<file path="config.mk">
export PLATFORM = sky130hd
export DESIGN_NAME = lodiv_top
export DESIGN_NICKNAME = d
export VERILOG_FILES = /design/src/rtl/lodiv_pkg.sv /design/src/rtl/lodiv_rst_sync.sv /design/src/rtl/lodiv_limit.sv /design/src/rtl/lodiv_count.sv /design/src/rtl/lodiv_core.sv /design/src/rtl/lodiv_top.sv
export SDC_FILE = /design/constraint.sdc
export NUM_CORES = 1
export LEC_CHECK = 0
export ABC_AREA = 1
export ABC_CLOCK_PERIOD_IN_PS = 4300
export CELL_PAD_IN_SITES_DETAIL_PLACEMENT = 1
export CELL_PAD_IN_SITES_GLOBAL_PLACEMENT = 1
export CORE_MARGIN = 2
export CORE_UTILIZATION = 35
export DETAILED_ROUTE_END_ITERATION = 16
export DONT_BUFFER_PORTS = 1
export PLACE_DENSITY = 0.61
export SLEW_MARGIN = 20
export SYNTH_ARGS = -nofsm -noshare
export SYNTH_HDL_FRONTEND = slang
export SYNTH_SLANG_ARGS = --single-unit
</file>
<file path="constraint.sdc">
create_clock -name clk -period 4.3 [get_ports clk]
set_clock_uncertainty 0.05 [all_clocks]
set_input_delay 0.86 -clock clk [delete_from_list [all_inputs] [get_ports clk]]
set_output_delay 0.86 -clock clk [all_outputs]
set_load 0.03 [all_outputs]
</file>
<file path="src/rtl/lodiv_pkg.sv">
package lodiv_pkg;

  typedef enum logic [1:0] {
    PATH_PRE = 2'd0,
    PATH_D16 = 2'd1,
    PATH_D12 = 2'd2
  } path_e;

  function automatic path_e pick_path(input logic band, input logic sense);
    if (band) begin
      return PATH_PRE;
    end else if (sense) begin
      return PATH_D16;
    end else begin
      return PATH_D12;
    end
  endfunction

endpackage

</file>
<file path="src/rtl/lodiv_rst_sync.sv">
module lodiv_rst_sync #(
  parameter int STAGES = 2
) (
  input  logic clk,
  input  logic arst_n,
  output logic srst_n
);

  logic [STAGES-1:0] chain_q;

  always_ff @(posedge clk or negedge arst_n) begin
    if (!arst_n) begin
      chain_q <= '0;
    end else begin
      chain_q <= {chain_q[STAGES-2:0], 1'b1};
    end
  end

  assign srst_n = chain_q[STAGES-1];

endmodule

</file>
<file path="src/rtl/lodiv_limit.sv">
module lodiv_limit
  import lodiv_pkg::*;
#(
  parameter int WIDE       = 16,
  parameter int NARROW     = 12,
  parameter int WIDE_MIN   = 272,
  parameter int NARROW_MIN = 4
) (
  input  path_e             path,
  input  logic [WIDE-1:0]   raw,
  output logic [WIDE-1:0]   legal,
  output logic              clamped
);

  localparam int WIDE_MAX   = (1 << WIDE) - 1;
  localparam int NARROW_MAX = (1 << NARROW) - 1;

  logic [WIDE-1:0] lo_bound;
  logic [WIDE-1:0] hi_bound;

  always_comb begin
    if (path == PATH_D12) begin
      lo_bound = WIDE'(NARROW_MIN);
      hi_bound = WIDE'(NARROW_MAX);
    end else begin
      lo_bound = WIDE'(WIDE_MIN);
      hi_bound = WIDE'(WIDE_MAX);
    end
  end

  always_comb begin
    legal   = raw;
    clamped = 1'b0;
    if (raw < lo_bound) begin
      legal   = lo_bound;
      clamped = 1'b1;
    end else if (raw > hi_bound) begin
      legal   = hi_bound;
      clamped = 1'b1;
    end
  end

endmodule

</file>
<file path="src/rtl/lodiv_count.sv">
module lodiv_count #(
  parameter int W = 16
) (
  input  logic         clk,
  input  logic         rst_n,
  input  logic         clr,
  input  logic         step,
  input  logic [W-1:0] last,
  output logic         term
);

  logic [W-1:0] cnt_q;
  logic [W-1:0] cnt_d;

  assign term = step && (cnt_q == last);

  always_comb begin
    cnt_d = cnt_q;
    if (clr) begin
      cnt_d = '0;
    end else if (step) begin
      cnt_d = term ? '0 : cnt_q + 1'b1;
    end
  end

  always_ff @(posedge clk or negedge rst_n) begin
    if (!rst_n) begin
      cnt_q <= '0;
    end else begin
      cnt_q <= cnt_d;
    end
  end


  cnt_bound_chk: assert property (@(posedge clk) disable iff (!rst_n)
    cnt_q <= last);

endmodule

</file>
<file path="src/rtl/lodiv_core.sv">
module lodiv_core
  import lodiv_pkg::*;
#(
  parameter int WIDE       = 16,
  parameter int NARROW     = 12,
  parameter int WIDE_MIN   = 272,
  parameter int NARROW_MIN = 4
) (
  input  logic            clk,
  input  logic            rst_n,
  input  logic            hi_tick,
  input  logic            lo_tick,
  input  logic            load,
  input  path_e           new_path,
  input  logic [WIDE-1:0] new_div,
  input  logic            new_err,
  output logic            div_pulse,
  output logic            range_err
);

  localparam int NARROW_MAX = (1 << NARROW) - 1;

  // shadow (pending) setting
  logic            pend_v_q, pend_v_d;
  path_e           pend_path_q, pend_path_d;
  logic [WIDE-1:0] pend_div_q, pend_div_d;
  // active setting
  logic            act_v_q, act_v_d;
  path_e           act_path_q, act_path_d;
  logic [WIDE-1:0] act_div_q, act_div_d;
  // prescaler, output, flag
  logic            pre_q, pre_d;
  logic            pulse_q, pulse_d;
  logic            err_q, err_d;

  logic              step_wide, step_narrow;
  logic              term_wide, term_narrow, term_any;
  logic              apply;
  logic              pre_en;
  logic [WIDE-1:0]   last_wide;
  logic [NARROW-1:0] last_narrow;

  assign pre_en      = act_v_q && (act_path_q == PATH_PRE) && hi_tick;
  assign step_wide   = act_v_q && (((act_path_q == PATH_PRE) && hi_tick && pre_q) ||
                                   ((act_path_q == PATH_D16) && lo_tick));
  assign step_narrow = act_v_q && (act_path_q == PATH_D12) && lo_tick;
  assign last_wide   = act_div_q - 1'b1;
  assign last_narrow = act_div_q[NARROW-1:0] - 1'b1;

  lodiv_count #(.W(WIDE)) u_cnt_wide (
    .clk  (clk),
    .rst_n(rst_n),
    .clr  (apply),
    .step (step_wide),
    .last (last_wide),
    .term (term_wide)
  );

  lodiv_count #(.W(NARROW)) u_cnt_narrow (
    .clk  (clk),
    .rst_n(rst_n),
    .clr  (apply),
    .step (step_narrow),
    .last (last_narrow),
    .term (term_narrow)
  );

  assign term_any = term_wide || term_narrow;
  assign apply    = pend_v_q && (term_any || !act_v_q);

  always_comb begin
    pend_v_d    = pend_v_q && !apply;
    pend_path_d = pend_path_q;
    pend_div_d  = pend_div_q;
    if (load) begin
      pend_v_d    = 1'b1;
      pend_path_d = new_path;
      pend_div_d  = new_div;
    end

    act_v_d    = act_v_q;
    act_path_d = act_path_q;
    act_div_d  = act_div_q;
    if (apply) begin
      act_v_d    = 1'b1;
      act_path_d = pend_path_q;
      act_div_d  = pend_div_q;
    end

    pre_d = pre_q;
    if (apply) begin
      pre_d = 1'b0;
    end else if (pre_en) begin
      pre_d = !pre_q;
    end

    pulse_d = term_any;
    err_d   = load ? new_err : err_q;
  end

  always_ff @(posedge clk or negedge rst_n) begin
    if (!rst_n) begin
      pend_v_q    <= 1'b0;
      pend_path_q <= PATH_PRE;
      pend_div_q  <= '0;
      act_v_q     <= 1'b0;
      act_path_q  <= PATH_PRE;
      act_div_q   <= '0;
      pre_q       <= 1'b0;
      pulse_q     <= 1'b0;
      err_q       <= 1'b0;
    end else begin
      pend_v_q    <= pend_v_d;
      pend_path_q <= pend_path_d;
      pend_div_q  <= pend_div_d;
      act_v_q     <= act_v_d;
      act_path_q  <= act_path_d;
      act_div_q   <= act_div_d;
      pre_q       <= pre_d;
      pulse_q     <= pulse_d;
      err_q       <= err_d;
    end
  end

  assign div_pulse = pulse_q;
  assign range_err = err_q;


  pulse_width_chk: assert property (@(posedge clk) disable iff (!rst_n)
    div_pulse |=> !div_pulse);


  idle_quiet_chk: assert property (@(posedge clk) disable iff (!rst_n)
    !act_v_q |=> !div_pulse);


  hold_setting_chk: assert property (@(posedge clk) disable iff (!rst_n)
    (act_v_q && !term_any) |=> ($stable(act_div_q) && $stable(act_path_q)));


  wide_range_chk: assert property (@(posedge clk) disable iff (!rst_n)
    (act_v_q && act_path_q != PATH_D12) |-> (act_div_q >= WIDE'(WIDE_MIN)));


  narrow_range_chk: assert property (@(posedge clk) disable iff (!rst_n)
    (act_v_q && act_path_q == PATH_D12) |->
      (act_div_q >= WIDE'(NARROW_MIN) && act_div_q <= WIDE'(NARROW_MAX)));


  pre_phase_chk: assert property (@(posedge clk) disable iff (!rst_n)
    (term_wide && act_path_q == PATH_PRE) |=> !pre_q);

endmodule

</file>
<file path="src/rtl/lodiv_top.sv">
module lodiv_top
  import lodiv_pkg::*;
#(
  parameter int WIDE       = 16,
  parameter int NARROW     = 12,
  parameter int WIDE_MIN   = 272,
  parameter int NARROW_MIN = 4
) (
  input  logic            clk,
  input  logic            rst_n,
  input  logic            hi_tick,
  input  logic            lo_tick,
  input  logic            load,
  input  logic            load_band,
  input  logic            load_sense,
  input  logic [WIDE-1:0] load_div,
  output logic            div_out,
  output logic            range_err
);

  logic            srst_n;
  path_e           sel_path;
  logic [WIDE-1:0] legal_div;
  logic            clamped;

  lodiv_rst_sync #(.STAGES(2)) u_rst (
    .clk   (clk),
    .arst_n(rst_n),
    .srst_n(srst_n)
  );

  assign sel_path = pick_path(load_band, load_sense);

  lodiv_limit #(
    .WIDE      (WIDE),
    .NARROW    (NARROW),
    .WIDE_MIN  (WIDE_MIN),
    .NARROW_MIN(NARROW_MIN)
  ) u_limit (
    .path   (sel_path),
    .raw    (load_div),
    .legal  (legal_div),
    .clamped(clamped)
  );

  lodiv_core #(
    .WIDE      (WIDE),
    .NARROW    (NARROW),
    .WIDE_MIN  (WIDE_MIN),
    .NARROW_MIN(NARROW_MIN)
  ) u_core (
    .clk      (clk),
    .rst_n    (srst_n),
    .hi_tick  (hi_tick),
    .lo_tick  (lo_tick),
    .load     (load),
    .new_path (sel_path),
    .new_div  (legal_div),
    .new_err  (clamped),
    .div_pulse(div_out),
    .range_err(range_err)
  );

endmodule

</file>
# == Word-level counts from Yosys, hierarchy flattened ==
# Index checks and enable logic that the tools add are counted.
# word_totals
inputBits,23
regBits,71
# classes
n_addsub,4
n_lt_le_gt_ge,2
eq_ne,5
reduce_logical,22
n_mux,17
# ops
operator,n
$mux W16,6
$mux W12,3
$add A16 B1 Y16 const B,1
$eq A16 B16 Y1,1
$gt A16 B16 Y1,1
$lt A16 B9 Y1,1
$sub A16 B1 Y16 const B,1
$add A12 B1 Y12 const B,1
$eq A12 B12 Y1,1
$logic_and A1 B1 Y1,12
$sub A12 B1 Y12 const B,1
$mux W9,1
$reduce_bool A2 Y1,3
$mux W1,5
$eq A2 B2 Y1 const B,2
$mux W2,2
$logic_not A1 Y1,3
$logic_or A1 B1 Y1,3
$eq A2 B1 Y1 const B,1
$logic_not A2 Y1,1

# == Longest topological paths before layout ==
# depth
depth_word,12
depth_mapped,19
depth_no_buf,17

# == Hierarchy ==
# Synthesis repeated with hierarchy kept, for this count alone.
# unflattened
hier_cells,723
area_unflattened_um2,4936.0
# by_module_without_submodules
mod,n_inst,area_each_um2,cells_per_inst,seq_area_each_um2
lodiv_core,1,2025.7,247,1026.0
lodiv_count at u_core.u_cnt_wide,1,1368.8,227,400.4
lodiv_count at u_core.u_cnt_narrow,1,1126.1,181,300.3
lodiv_limit,1,347.8,62,0.0
lodiv_rst_sync,1,53.8,3,50.0
lodiv_top,1,13.8,3,0.0

# == Worst setup path before layout ==
# Ideal clock, no wire load.
# synth_timing
path_type,input port to flip-flop
start,input port load_sense
end,register u_core.pend_div_q[14]
n_path_buf,1
path_slack_ps,1803
setup_time_ps,83
required_time_ps,4167
stages,8
arrival_time_ps,2364
path_cell_list,nor2_1 -> ha_1 -> nand2_1 -> nor3_1 -> a31oi_1 -> clkbuf_1 -> nor2_1 -> o21ai_0
# synth_between
elab_chain_cells,7
# synth_rtl
element,line_no,rtl
from (decl),lodiv_top.sv:15,"input logic load_sense,"
$mux W2 *,lodiv_pkg.sv:12,end else if (sense) begin
$mux W2 *,lodiv_pkg.sv:10,if (band) begin
$eq A2 B2 Y1 *,lodiv_limit.sv:22,if (path == PATH_D12) begin
$mux W16,lodiv_limit.sv:22,
$gt A16 B16 Y1,lodiv_limit.sv:37,end else if (raw > hi_bound) begin
$mux W16,lodiv_limit.sv:37,
$mux W16 *,lodiv_limit.sv:34,if (raw < lo_bound) begin
to (signal assigned),lodiv_core.sv:115,pend_div_q <= pend_div_d;
to (decl),lodiv_core.sv:26,"logic [WIDE-1:0] pend_div_q, pend_div_d;"
# Mark *: on every way between the ends. The rest lies on a longest branch, timed or not.
# A chain may end at the register's enable or synchronous reset.

# == Final worst setup path ==
# layout_timing
start,register u_core.act_div_q[0]
end,register u_core.u_cnt_wide.cnt_q[4]
# layout_between
elab_chain_cells,7
# layout_rtl
element,line_no,rtl
from (decl),lodiv_core.sv:30,"logic [WIDE-1:0] act_div_q, act_div_d;"
from (signal assigned),lodiv_core.sv:118,act_div_q <= act_div_d;
$sub A16 B1 Y16 / $sub A12 B1 Y12 (equally long branches),"lodiv_core.sv:47, lodiv_core.sv:48",
$eq A16 B16 Y1 / $eq A12 B12 Y1 (equally long branches),lodiv_count.sv:15,assign term = step && (cnt_q == last);
$logic_and A1 B1 Y1,lodiv_count.sv:15,
$logic_or A1 B1 Y1,lodiv_core.sv:68,assign term_any = term_wide || term_narrow;
$logic_or A1 B1 Y1,lodiv_core.sv:69,assign apply = pend_v_q && (term_any || !act_v_q);
$logic_and A1 B1 Y1,lodiv_core.sv:69,
$mux W16 / $reduce_bool A2 Y1 (equally long branches),-,
to (signal assigned),lodiv_count.sv:30,cnt_q <= cnt_d;
to (decl),lodiv_count.sv:12,logic [W-1:0] cnt_q;
# Several ways; a longest one is shown, not always the timed one. The select of a mux whose other input is x is not followed.

==> flow_summary.ini <==
[global_routing]
grtUsageTotal_pct = 21.3
grt_max_degree = 52
antenna_found_initial = 0
grt_pass1_vias = 4823
grt_pass1_wl_mm = 24.0
gr-total-overflow = 0

[sta]
grt_setup_unrepaired = no
tns_ns = 0
fmax_mhz = 290
min_period_over_period_pct = 80.2
max_slew_margin_pct = 54.8
fin_crit_ns = 3.45
slew_viol_final = 0
worstMarginPinSlew_ns = 0.677
hold_viol_final = 0
setup_violations = 0
fin_hold_ws_ns = 0.161

[die]
die_h_um = 120
core_area_um2 = 13200
pin_count = 25
start_util_pct = 35.8
rows = 42
die_x_um = 120
die_area_um2 = 14500

[setup_path]
worstSetupPathType = flop to flop
critPathCaptureType = flop
cp_cell_sequence = inv_1, ha_1, nand2_2, nor2_1, nand2_1, nand2_1, inv_1, nor2_1, nor2_1, nand2_1, nor2_1, nand2_2, nand3_2, nand2_4, inv_4, nor2_1
cp.required_ns = 4.52
start_kind = flop
cpMostUsedCell = nor2_1
cp_max_fo = 33
arrival_ns = 3.66
reg2regPathDepth = 16
worstSetupPathDepth = 16
cpPeakStageDelay_ns = 0.48
cp_num_buf_inv = 3
crit_path_top_delay_cell = nand2_4
cpLargestDelayFamily = simple AND/OR/NAND/NOR gates

[finish]
fin_nets = 723
num_antenna_cells = 0
area_delta_synth_final_pct = 9.68
fin_util_pct = 39.3
final_area_um2 = 5200
drive_gt1_share_pct = 7.05
n_fill_cell = 1728

[drt]
wl_per_cell_um = 16.5
drt-pass1-iter-count = 4
drtIter0Drc = 185
viasPerCell = 5.19
antenna_left = 0
drcViolationCount = 0
routed_wl_mm = 14.3
via_count = 4523

[placed_design]
detailed_place_hpwl_mm = 11.4
gp_congestion = 0.887
portBuffers = 0
dpl-instance-area_um2 = 4880

[worst_hold_path]
hold_path.class = primary input to asynchronous set/reset pin

[clocking]
htreeDepth = 3
ctsResizeCount = 0
clockBufferDepth = 2
numCtsBuffers = 9
clkSinkCount = 71
post_cts_buffers = 0
ctsHoldBuffers = 0
clk_pin_slew_worst_paths_ns = 0.06
cts_root_buffer = clkbuf_16
insertion_delay_ns = 0.34
cts_tree = done

[pwr]
switchingPower_mw = 0.683
power.density_nw_per_um2 = 404
power_frac_comb_pct = 20.3
p_seq_share_pct = 40.8
p_sw_share_pct = 32.5
power_frac_clock_pct = 38.9
intPower_mw = 1.42
leakage_nw = 2.81
total_power_mw = 2.10
ir_drop_v = 0.000163

[logic_synthesis]
ys_seq_area_share_pct = 37.5
syn-num-nets = 725
synth_area_um2 = 4740
syn_inst = 693
synth-seq-cells = 71
syn_area_per_cell_um2 = 6.84
yosys_warnings = 0
synth.distinct_cells = 37

[status]
outcome = finished, final reports clean

[run]
cap_violations = 0
[power groups by stage]
stage	registers, mW	clock network (mW)	logic [mW]
final	0.858	0.818	0.427
after global routing	0.866	0.865	0.498
after CTS	0.859	0.839	0.432
after detailed placement	0.870	0	0.429
after global placement	0.869	0	0.414
after floorplan	0.827	0	0.318
[routing by layer]
metal	vias up	GRT usage, %	routed length (um)
met5	-	0	0
met3	30	2.97	376
li1	2223	-	-
met2	82	37.7	7220
met1	2188	25.5	6330
met4	0	10.1	416
[final cells by class]
class                      count  area (um2)  share of cell area [%]
tap                          176         220                    4.23
timing repair buffer           3        22.5                   0.433
clock buffer                  10         239                    4.59
multi-input combinational    532        2580                    49.6
inverter                      74         280                    5.39
clock inverter                 5        81.3                    1.56
sequential                    71        1780                    34.2
[kinds of logic after synthesis]
| group | Yosys count | share of synthesized area [%] |
|---|---|---|
| fa+ha+maj | 9 | 2.37 |
| flops | 71 | 37.5 |
| buf+inv | 90 | 8.12 |
| xor+xnor | 19 | 3.51 |
| other cells | 1 | 0.0791 |
| compound gates | 45 | 5.22 |
| simple gates | 458 | 43.2 |
[registers in the layout, indices dropped and copies added (netlist names)]
name,count
u_core.pend_v_q,1
u_core.div_pulse,1
u_core.u_cnt_narrow.cnt_q,12
u_core.act_div_q,16
u_rst.chain_q,2
u_core.range_err,1
u_core.act_v_q,1
u_core.pre_q,1
u_core.pend_path_q,2
u_core.pend_div_q,16
u_core.u_cnt_wide.cnt_q,16
u_core.act_path_q,2
[worst reg2reg max path, stage by stage, from the launching register on]
cell and delay [ns]:
dfrtp_1 0.42, inv_1 0.17, ha_1 0.38, nand2_2 0.16, nor2_1 0.23, nand2_1 0.11, nand2_1 0.10, inv_1 0.07
nor2_1 0.10, nor2_1 0.05, nand2_1 0.06, nor2_1 0.05, nand2_2 0.21, nand3_2 0.39, nand2_4 0.49, inv_4 0.20
nor2_1 0.14
[cell usage in the layout (no fill, tap or decap), types with 7 or more instances in the layout]
master	Yosys	routed
nand2_1	220	220
nand3_1	91	91
nor2_1	79	79
inv_1	73	73
dfrtp_1	71	70
o21ai_0	31	31
xor2_1	18	18
nand4_1	18	18
nor2_2	12	12
ha_1	9	9
clkbuf_16	0	9
nand3b_1	8	8
nand2_2	7	7
nor3_1	7	7
[cell usage after synthesis]
library cell / count / share of area, %
buf_4: 4 / 0.63
conb_1: 1 / 0.079
a21oi_1: 5 / 0.53
ha_1: 9 / 2.4
a31o_2: 1 / 0.18
nor2_4: 1 / 0.24
nor2_8: 1 / 0.42
a21o_1: 1 / 0.16
o211ai_1: 1 / 0.16
xnor2_1: 1 / 0.18
inv_1: 73 / 5.8
o21ai_0: 31 / 3.3
o31ai_1: 2 / 0.32
nor3_1: 7 / 0.74
or2_2: 2 / 0.26
nor3_4: 1 / 0.34
nor2_1: 79 / 6.3
buf_2: 3 / 0.32
nand3_2: 2 / 0.42
nand2_2: 7 / 0.92
dfrtp_1: 71 / 37
xor2_1: 18 / 3.3
a211oi_1: 1 / 0.16
nand2_4: 2 / 0.47
nand2_1: 220 / 17
a31oi_1: 2 / 0.26
clkbuf_1: 6 / 0.47
a22o_1: 1 / 0.18
nand3b_1: 8 / 1.3
nand3_1: 91 / 9.6
inv_4: 1 / 0.13
and2_1: 4 / 0.53
nor4_1: 3 / 0.40
buf_8: 1 / 0.32
nand4_1: 18 / 2.4
buf_6: 2 / 0.47
nor2_2: 12 / 1.6
[path summary, 6_finish.rpt]
path | to | start | slack, ns
min in group clk | u_rst.chain_q[1] | u_rst.chain_q[0] | 0.32
max | u_core.u_cnt_wide.cnt_q[4] | u_core.act_div_q[0] | 0.85
max in group asynchronous | u_core.u_cnt_narrow.cnt_q[8] | u_rst.chain_q[1] | 2.99
min reg2reg | u_core.u_cnt_wide.cnt_q[5] | u_rst.chain_q[1] | 0.18
max reg2reg | u_core.u_cnt_wide.cnt_q[4] | u_core.act_div_q[0] | 0.85
min | u_rst.chain_q[0] | rst_n | 0.16
[through the flow]
stage | instances | worst slack (ns)
2_1_floorplan | 693 | 1.80
3_3_place_gp | 856 | 0.982
3_5_place_dp | 856 | 0.822
4_1_cts | 871 | 0.821
5_1_grt | 871 | 0.406
6_report | 871 | 0.852
Power figures use the tool's default switching activity.
